[src/rtl/alloc_pkg.sv]
package alloc_pkg;
  localparam int unsigned CARD_COUNT  = 15;
  localparam int unsigned EPOCH_TICKS = 8;
  localparam int unsigned PARTNER_W   = 4;

  typedef struct packed {
    logic epochEnd;  // last tick: masks load, partners advance
    logic capture;   // status bit slot of the current tick
  } strobe_t;
endpackage

[src/rtl/alloc_ctrl.sv]
module alloc_ctrl
  import alloc_pkg::*;
#(
  parameter int unsigned TICKS = EPOCH_TICKS,
  parameter int unsigned ID_W  = PARTNER_W,
  localparam int unsigned TICK_W = $clog2(TICKS)
) (
  input  logic              clk,
  input  logic              rstN,
  output logic [TICK_W-1:0] tickIdx,
  output logic              epochStart,
  output strobe_t           stb
);
  localparam logic [TICK_W-1:0] LAST = TICK_W'(TICKS - 1);

  always_ff @(posedge clk or negedge rstN) begin
    if (!rstN) tickIdx <= '0;
    else if (tickIdx == LAST) tickIdx <= '0;
    else tickIdx <= tickIdx + 1'b1;
  end

  assign epochStart   = (tickIdx == '0);
  assign stb.epochEnd = (tickIdx == LAST);
  assign stb.capture  = (int'(tickIdx) < int'(ID_W));

  assert_tick_step_R1: assert property (@(posedge clk) disable iff (!rstN)
    (tickIdx != LAST) |=> (tickIdx == $past(tickIdx) + 1'b1));
  assert_tick_wrap_R1: assert property (@(posedge clk) disable iff (!rstN)
    (tickIdx == LAST) |=> (tickIdx == '0));
endmodule

[src/rtl/alloc_pair_gate.sv]
module alloc_pair_gate #(
  parameter int unsigned CARDS     = 15,
  parameter int unsigned PAIR_WAIT = 3,
  localparam int unsigned CW = $clog2(PAIR_WAIT + 2)
) (
  input  logic             clk,
  input  logic             rstN,
  input  logic             epochEnd,
  input  logic [CARDS-1:0] pendOne,
  input  logic [CARDS-1:0] pendTwo,
  output logic [CARDS-1:0] reqMask
);
  localparam logic [CW-1:0] WAIT_MAX = CW'(PAIR_WAIT);

  logic [CARDS-1:0][CW-1:0] waitCnt;

  always_ff @(posedge clk or negedge rstN) begin
    if (!rstN) begin
      waitCnt <= '0;
    end else if (epochEnd) begin
      for (int d = 0; d < int'(CARDS); d++) begin
        if (pendOne[d] && !pendTwo[d])
          waitCnt[d] <= (waitCnt[d] == WAIT_MAX) ? waitCnt[d] : waitCnt[d] + 1'b1;
        else
          waitCnt[d] <= '0;
      end
    end
  end

  for (genvar d = 0; d < int'(CARDS); d++) begin : gDest
    assign reqMask[d] = pendTwo[d] | (pendOne[d] & (waitCnt[d] == WAIT_MAX));

    assert_wait_bound_R5: assert property (@(posedge clk) disable iff (!rstN)
      waitCnt[d] <= WAIT_MAX);
    assert_wait_hold_R5: assert property (@(posedge clk) disable iff (!rstN)
      !epochEnd |=> $stable(waitCnt[d]));
  end
endmodule

[src/rtl/alloc_dp.sv]
module alloc_dp
  import alloc_pkg::*;
#(
  parameter int unsigned CARDS = 15,
  parameter int unsigned TICKS = 8,
  parameter int unsigned ID_W  = 4,
  localparam int unsigned SLOTS = 2 * TICKS
) (
  input  logic             clk,
  input  logic             rstN,
  input  strobe_t          stb,
  input  logic [CARDS-1:0] reqMask,
  input  logic [CARDS-1:0] permitMask,
  input  logic             sendStatusPin,
  input  logic             recvStatusPin,
  output logic [1:0]       reqPins,
  output logic [1:0]       permitPins,
  output logic             sendValid,
  output logic [ID_W-1:0]  sendPartner,
  output logic             recvValid,
  output logic [ID_W-1:0]  recvPartner
);
  localparam logic [ID_W-1:0] NONE = '1;

  logic [SLOTS-1:0] reqSh, permSh;
  logic [1:0]            statusPin;
  logic [1:0][ID_W-1:0]  shIn, part;
  logic [1:0]            vld;

  // mask serializers: two bits per tick, low bits first
  always_ff @(posedge clk or negedge rstN) begin
    if (!rstN) begin
      reqSh  <= '0;
      permSh <= '0;
    end else if (stb.epochEnd) begin
      reqSh  <= SLOTS'(reqMask);
      permSh <= SLOTS'(permitMask);
    end else begin
      reqSh  <= reqSh >> 2;
      permSh <= permSh >> 2;
    end
  end

  assign reqPins    = reqSh[1:0];
  assign permitPins = permSh[1:0];

  // partner deserializers: lane 0 send, lane 1 receive
  assign statusPin = {recvStatusPin, sendStatusPin};

  always_ff @(posedge clk or negedge rstN) begin
    if (!rstN) begin
      shIn <= '1;
      part <= '1;
      vld  <= '0;
    end else begin
      for (int g = 0; g < 2; g++) begin
        if (stb.capture) shIn[g] <= {statusPin[g], shIn[g][ID_W-1:1]};
        if (stb.epochEnd) begin
          part[g] <= shIn[g];
          vld[g]  <= (shIn[g] != NONE);
        end
      end
    end
  end

  assign sendPartner = part[0];
  assign sendValid   = vld[0];
  assign recvPartner = part[1];
  assign recvValid   = vld[1];

  for (genvar g = 0; g < 2; g++) begin : gLane
    assert_hold_partner_R6: assert property (@(posedge clk) disable iff (!rstN)
      !$past(stb.epochEnd) |-> ($stable(part[g]) && $stable(vld[g])));
    assert_none_code_R7: assert property (@(posedge clk) disable iff (!rstN)
      vld[g] |-> (part[g] != NONE));
  end

  if (SLOTS - 1 >= CARDS) begin : gPad
    assert_pad_slot_R2: assert property (@(posedge clk) disable iff (!rstN)
      stb.epochEnd |-> (reqPins[1] == 1'b0 && permitPins[1] == 1'b0));
  end
endmodule

[src/rtl/alloc_if_serdes.sv]
module alloc_if_serdes
  import alloc_pkg::*;
#(
  parameter int unsigned CARDS     = CARD_COUNT,
  parameter int unsigned TICKS     = EPOCH_TICKS,
  parameter int unsigned ID_W      = PARTNER_W,
  parameter int unsigned PAIR_WAIT = 3,
  localparam int unsigned TICK_W = $clog2(TICKS)
) (
  input  logic              clk,
  input  logic              rstN,
  input  logic [CARDS-1:0]  pendOne,
  input  logic [CARDS-1:0]  pendTwo,
  input  logic [CARDS-1:0]  permitMask,
  input  logic              sendStatusPin,
  input  logic              recvStatusPin,
  output logic [1:0]        reqPins,
  output logic [1:0]        permitPins,
  output logic              epochStart,
  output logic [TICK_W-1:0] tickIdx,
  output logic              sendValid,
  output logic [ID_W-1:0]   sendPartner,
  output logic              recvValid,
  output logic [ID_W-1:0]   recvPartner
);
  strobe_t          stb;
  logic [CARDS-1:0] reqMask;

  alloc_ctrl #(.TICKS(TICKS), .ID_W(ID_W)) uCtrl (
    .clk(clk), .rstN(rstN), .tickIdx(tickIdx), .epochStart(epochStart), .stb(stb)
  );

  alloc_pair_gate #(.CARDS(CARDS), .PAIR_WAIT(PAIR_WAIT)) uGate (
    .clk(clk), .rstN(rstN), .epochEnd(stb.epochEnd),
    .pendOne(pendOne), .pendTwo(pendTwo), .reqMask(reqMask)
  );

  alloc_dp #(.CARDS(CARDS), .TICKS(TICKS), .ID_W(ID_W)) uDp (
    .clk(clk), .rstN(rstN), .stb(stb), .reqMask(reqMask), .permitMask(permitMask),
    .sendStatusPin(sendStatusPin), .recvStatusPin(recvStatusPin),
    .reqPins(reqPins), .permitPins(permitPins),
    .sendValid(sendValid), .sendPartner(sendPartner),
    .recvValid(recvValid), .recvPartner(recvPartner)
  );
endmodule

[config.mk]
export PLATFORM = sky130hd
export DESIGN_NAME = alloc_if_serdes
export DESIGN_NICKNAME = d
export VERILOG_FILES = /design/src/rtl/alloc_pkg.sv /design/src/rtl/alloc_ctrl.sv /design/src/rtl/alloc_pair_gate.sv /design/src/rtl/alloc_dp.sv /design/src/rtl/alloc_if_serdes.sv
export SDC_FILE = /design/constraint.sdc
export NUM_CORES = 1
export LEC_CHECK = 0
export BUFFER_PORTS_ARGS = -buffer_cell sky130_fd_sc_hd__buf_2
export CORE_MARGIN = 2
export CORE_UTILIZATION = 49
export CTS_CLUSTER_DIAMETER = 150
export CTS_CLUSTER_SIZE = 25
export DETAILED_ROUTE_END_ITERATION = 7
export GPL_TIMING_DRIVEN = 0
export HOLD_SLACK_MARGIN = 0.15
export PLACE_DENSITY_LB_ADDON = 0.05
export SYNTH_ARGS = -nofsm -noshare
export SYNTH_HDL_FRONTEND = slang
export SYNTH_HIERARCHICAL = 1
export SYNTH_SLANG_ARGS = --single-unit
[constraint.sdc]
create_clock -name clk -period 3.25 [get_ports clk]
set_input_delay 0.4875 -clock clk [delete_from_list [all_inputs] [get_ports clk]]
set_output_delay 0.4875 -clock clk [all_outputs]
set_load 0.01 [all_outputs]
* Word-level counts from Yosys, hierarchy flattened
Index checks and enable logic that the tools add are counted.
** Storage, ports and cells
- Input port bits :: 49
- Output and inout port bits :: 18
- Register bits after elaboration :: 98
- Word-level logic and storage cells :: 182
** Operators by class
- Equality and inequality tests :: 33
- Add/subtract/negate cells :: 16
- Bitwise logic cells :: 30
- Multiplexer cells :: 33
- Reductions and logical operators :: 46
- Magnitude comparators :: 1
** Operators with widths (number)
- 3-bit 2-to-1 mux :: 31
- 3-bit by 1-bit adder with 3-bit output, second input constant :: 16
- 3-bit by 2-bit equality test with 1-bit output, second input constant :: 15
- 15-bit 2-to-1 mux :: 2
- 2-bit != test, second input constant :: 15
- 2-bit AND reduction :: 15
- 1-bit AND :: 15
- 1-bit logical AND :: 15
- 1-bit logical NOT :: 15
- 1-bit OR :: 15
- 4-bit != test, second input constant :: 2
- 3-bit equality test, second input constant :: 1
- 3-bit logical NOT :: 1
- 3-bit < comparator, second input constant :: 1

* Depth between registers and ports, before layout
- Depth in word-level cells :: 4
- Mapped depth :: 6
- Mapped depth without buffers :: 4

* Modules after synthesis
Netlist, hierarchy kept.
** Modules (own cells, without submodules)
- alloc_pair_gate :: cells each 303, sequential area each 1126.1 um^2, area an instance 3205.6 um^2, instances 1
- alloc_dp :: cells each 110, sequential area each 1221.2 um^2, area an instance 1991.9 um^2, instances 1
- alloc_ctrl :: cells each 13, sequential area each 75.1 um^2, area an instance 152.6 um^2, instances 1

* Least setup slack after synthesis
Ideal clock, no wire load.
- Path type :: register to register
- Start :: register uCtrl.tickIdx[0]
- End :: register uDp.permSh[0]
- Buffers on the path :: 2
- Clock period less this slack :: 1.638 ns
- Data arrival time :: 1.513 ns
- Setup time :: 0.125 ns
- Required time :: 3.125 ns
- Path slack :: 1.612 ns
- Stages on the path, launching flop included :: 6
- Path through :: dfrtp_1 -> ha_1 -> ha_1 -> buf_6 -> buf_12 -> mux2_4
** RTL lines
- from (decl) :: RTL line alloc_ctrl.sv:10 : output logic [TICK_W-1:0] tickIdx,
- from (signal assigned) :: RTL line alloc_ctrl.sv:19 : else tickIdx <= tickIdx + 1'b1;
- to (signal assigned) :: RTL line alloc_dp.sv:37 : permSh <= SLOTS'(permitMask);
- to (signal assigned) :: RTL line alloc_dp.sv:40 : permSh <= permSh >> 2;
- to (decl) :: RTL line alloc_dp.sv:25 : logic [SLOTS-1:0] reqSh, permSh;

==> impl_metrics.toml <==
[layout]
nets = 588
fill_cells = 941
syn2layout_area_growth_pct = 14.6
antennaDiodeCount = 0
drive_gt1_share_pct = 32.9

[placement]
dp_slack_ps = 1120
gp_congestion = 0.721
hpwl_um = 7200
portBuffers = 66

[synthesis]
yosysTopAreaCellShare_pct = 37.4
syn-mean-instance-area_sq_um = 12.6
synth_seq_area_share_pct = 45.3
yosysTopAreaCell = "dfrtp_1"
synth_seq_cells = 96
synth_area_sq_um = 5350
ys_types = 28
synth_nets = 509
synthCells = 426
synthTopCellsByArea = "dfrtp_1 37%, mux2_4 9.0%, ha_1 8.0%"
yosys_warnings = 6

[power_and_ir_drop]
power_leakage_nw = 2.85
power-per-cell-area_nw_per_um2 = 386
peakVddDrop_v = 0.000236

[global_routing]
antenna_found_initial = 0
grt_first_pass_wirelength_um = 17300
grt_pass1_vias = 3488
overflow = 0
use_met2_pct = 29.9
grt.busiest_layer = "met2"
track_usage_pct = 19.1
use_met1_pct = 26.8
grt_max_degree = 69
use_met3_pct = 2.71

[sta]
drv_slew = 0
hold_viol_final = 0
worst_slack_ps = 1130
rsz0062_at_grt = "no"
slew_headroom_pct = 65.2
tightestPinTransition_ps = 522
min_period_ps = 2120
setup_viol = 0
timing.fmax_mhz = 471
skew_ps = 3.37
post-route-period-util_pct = 65.3
final.setup.tns_ps = 0

[critical_path]
critPathKind = "reg2reg"
crit_path_start_kind = "flip-flop"
r2r_cells = 6
path_cells = "ha_1 > ha_1 > buf_6 > clkbuf_1 > nand2b_1 > o211ai_1"
r2r_slack_ps = 1130
r2r-start = "uCtrl/tickIdx[0]$_DFF_PN0_"
cp_slowest_stage_delay_ps = 470
reg2reg_to = "uGate/waitCnt[18]$_DFFE_PN0P_"
cp_max_fo = 10
crit_family = "adder cells"
critPathArrivalTime_ps = 2370
cp_slowest_cell = "ha_1"
crit_top_cell = "ha_1"
path_buf_inv = 2
critPathCaptureType = "flip-flop"
crit_required_ps = 3490

[routing]
viasPerCell = 5.45
num_vias = 3542
routed_wl_um = 10500
routedWlPerCell_um = 16.2
ant_nets = 0
drt_iter0_drc = 151
route.detailed.drc = 0
drtPass1Iterations = 4

[clocking]
clock_path_buffers = 2
post_cts_buffers = 0
cts_sinks = 96
cts.repair.resized = 0
cts_root_buffer = "clkbuf_8"
cts_tree = "done"
cts_buffers = 9
cts.clk_slew.worst_paths_ps = 90
postCtsHoldBufs = 1
clk_latency_ps = 370
htree_levels = 3

[die]
pin_count = 67
start_util_pct = 49.8
die_w_um = 108
coreArea_sq_um = 10700
die_area_sq_um = 11800
row_count = 38
die_y_um = 108

[worst_hold_path]
hold_end = "uDp/permSh[13]$_DFF_PN0_"
worstHoldStart = "permitMask[13]"
hold_depth = 2
hold_class = "in2reg"

[job]
maxCapViolCount = 0

[status]
status = "completed"
[per-layer routing]
layer  up-vias  part of all wire, %
met4         0                  1.5
met3        10                  2.8
met1      1751                   48
met5         -                    0
li1       1728                    -
met2        53                   48
[synthesized netlist by cell type]
master,instances
a21o_1,15
nand2b_1,50
nand2_1,16
clkbuf_1,3
nand4bb_1,15
nor4bb_1,7
or3b_1,12
dfrtp_1,80
o211ai_1,8
buf_6,4
mux2_2,10
buf_4,4
o221ai_1,18
buf_2,4
a21oi_1,2
and4b_1,7
and2_1,4
mux2_4,32
inv_1,27
nor2b_1,9
nor2_1,3
dfstp_2,16
a211o_1,7
o211ai_2,12
and4_1,2
nand4b_1,22
ha_1,34
buf_12,3
[power breakdown]
group          leakage [nW]  internal (W)  switching, W
combinational          1.53      0.000107     0.0000956
clock                 0.122      0.000444      0.000440
sequential             1.20       0.00125     0.0000301
total                  2.85       0.00180      0.000566
[cell type report]
cell class	instances	area [sq um]	share of cell area, %
repair buffers	68	370	6.04
clock inverters	3	23.8	0.388
inverters	27	101	1.65
multi-input cells	285	2660	43.4
clock buffers	13	213	3.47
flip-flops and latches	96	2420	39.5
plain buffers	18	166	2.71
well taps	140	175	2.86
[registers in the layout, indices dropped and copies added, names as in the netlist]
register	flops
uGate/waitCnt	45
uDp/permSh	15
uDp/reqSh	15
uDp/shIn	8
uDp/recvPartner	4
uDp/sendPartner	4
uCtrl/tickIdx	3
uDp/vld	2
[cells by family after synthesis]
logic type | count (synthesis) | share of synthesized area (%)
muxes | 42 | 11.1
DFF | 96 | 45.3
buffers and inverters | 45 | 5.00
adders and majority gates | 34 | 7.95
AOI/OAI and AO/OA | 62 | 10.3
and+or+nand+nor | 147 | 20.4
[cells in the final DEF, fill, tap and decap left out, types with 9 or more instances in the layout]
| cell type | instances |
|---|---|
| inv_1 | 27 |
| nand2_1 | 16 |
| nor2b_1 | 9 |
| o221ai_1 | 18 |
| mux2_4 | 32 |
| dfrtp_1 | 80 |
| nand4bb_1 | 15 |
| clkbuf_8 | 10 |
| dfstp_2 | 16 |
| nand2b_1 | 50 |
| nand4b_1 | 22 |
| a21o_1 | 15 |
| buf_2 | 69 |
| mux2_2 | 10 |
| or3b_1 | 12 |
| ha_1 | 34 |
| o211ai_2 | 12 |
[how the worst max path moves through the flow]
stage | start | to | slack (ps) | cells past startpoint
after floorplan | uCtrl/tickIdx[0]$_DFF_PN0_ | uDp/permSh[0]$_DFF_PN0_ | 1610 | 5
after global placement | rstN | uDp/vld[1]$_DFFE_PN0P_ | 640 | 1
after detailed placement | uCtrl/tickIdx[0]$_DFF_PN0_ | uGate/waitCnt[10]$_DFFE_PN0P_ | 1120 | 6
after CTS | uCtrl/tickIdx[0]$_DFF_PN0_ | uGate/waitCnt[10]$_DFFE_PN0P_ | 1090 | 6
after global routing | uCtrl/tickIdx[0]$_DFF_PN0_ | uGate/waitCnt[21]$_DFFE_PN0P_ | 940 | 6
final | uCtrl/tickIdx[0]$_DFF_PN0_ | uGate/waitCnt[18]$_DFFE_PN0P_ | 1130 | 6
[metrics by stage]
| stage | hold slack (ps) | total power, W | instance area, sq um | utilization [%] | std cells |
|---|---|---|---|---|---|
| after global placement | 459 | 0.00149 | 5860 | 54.5 | 632 |
| after detailed placement | 445 | 0.00151 | 5890 | 54.8 | 633 |
| after global routing | 316 | 0.00248 | 6130 | 57.1 | 650 |
| after floorplan | 192 | 0.00140 | 5350 | - | 426 |
| final | 322 | 0.00236 | 6130 | 57.1 | 650 |
| after CTS | 305 | 0.00240 | 6130 | 57.1 | 650 |
No activity file was read; power rests on OpenSTA's default activity.
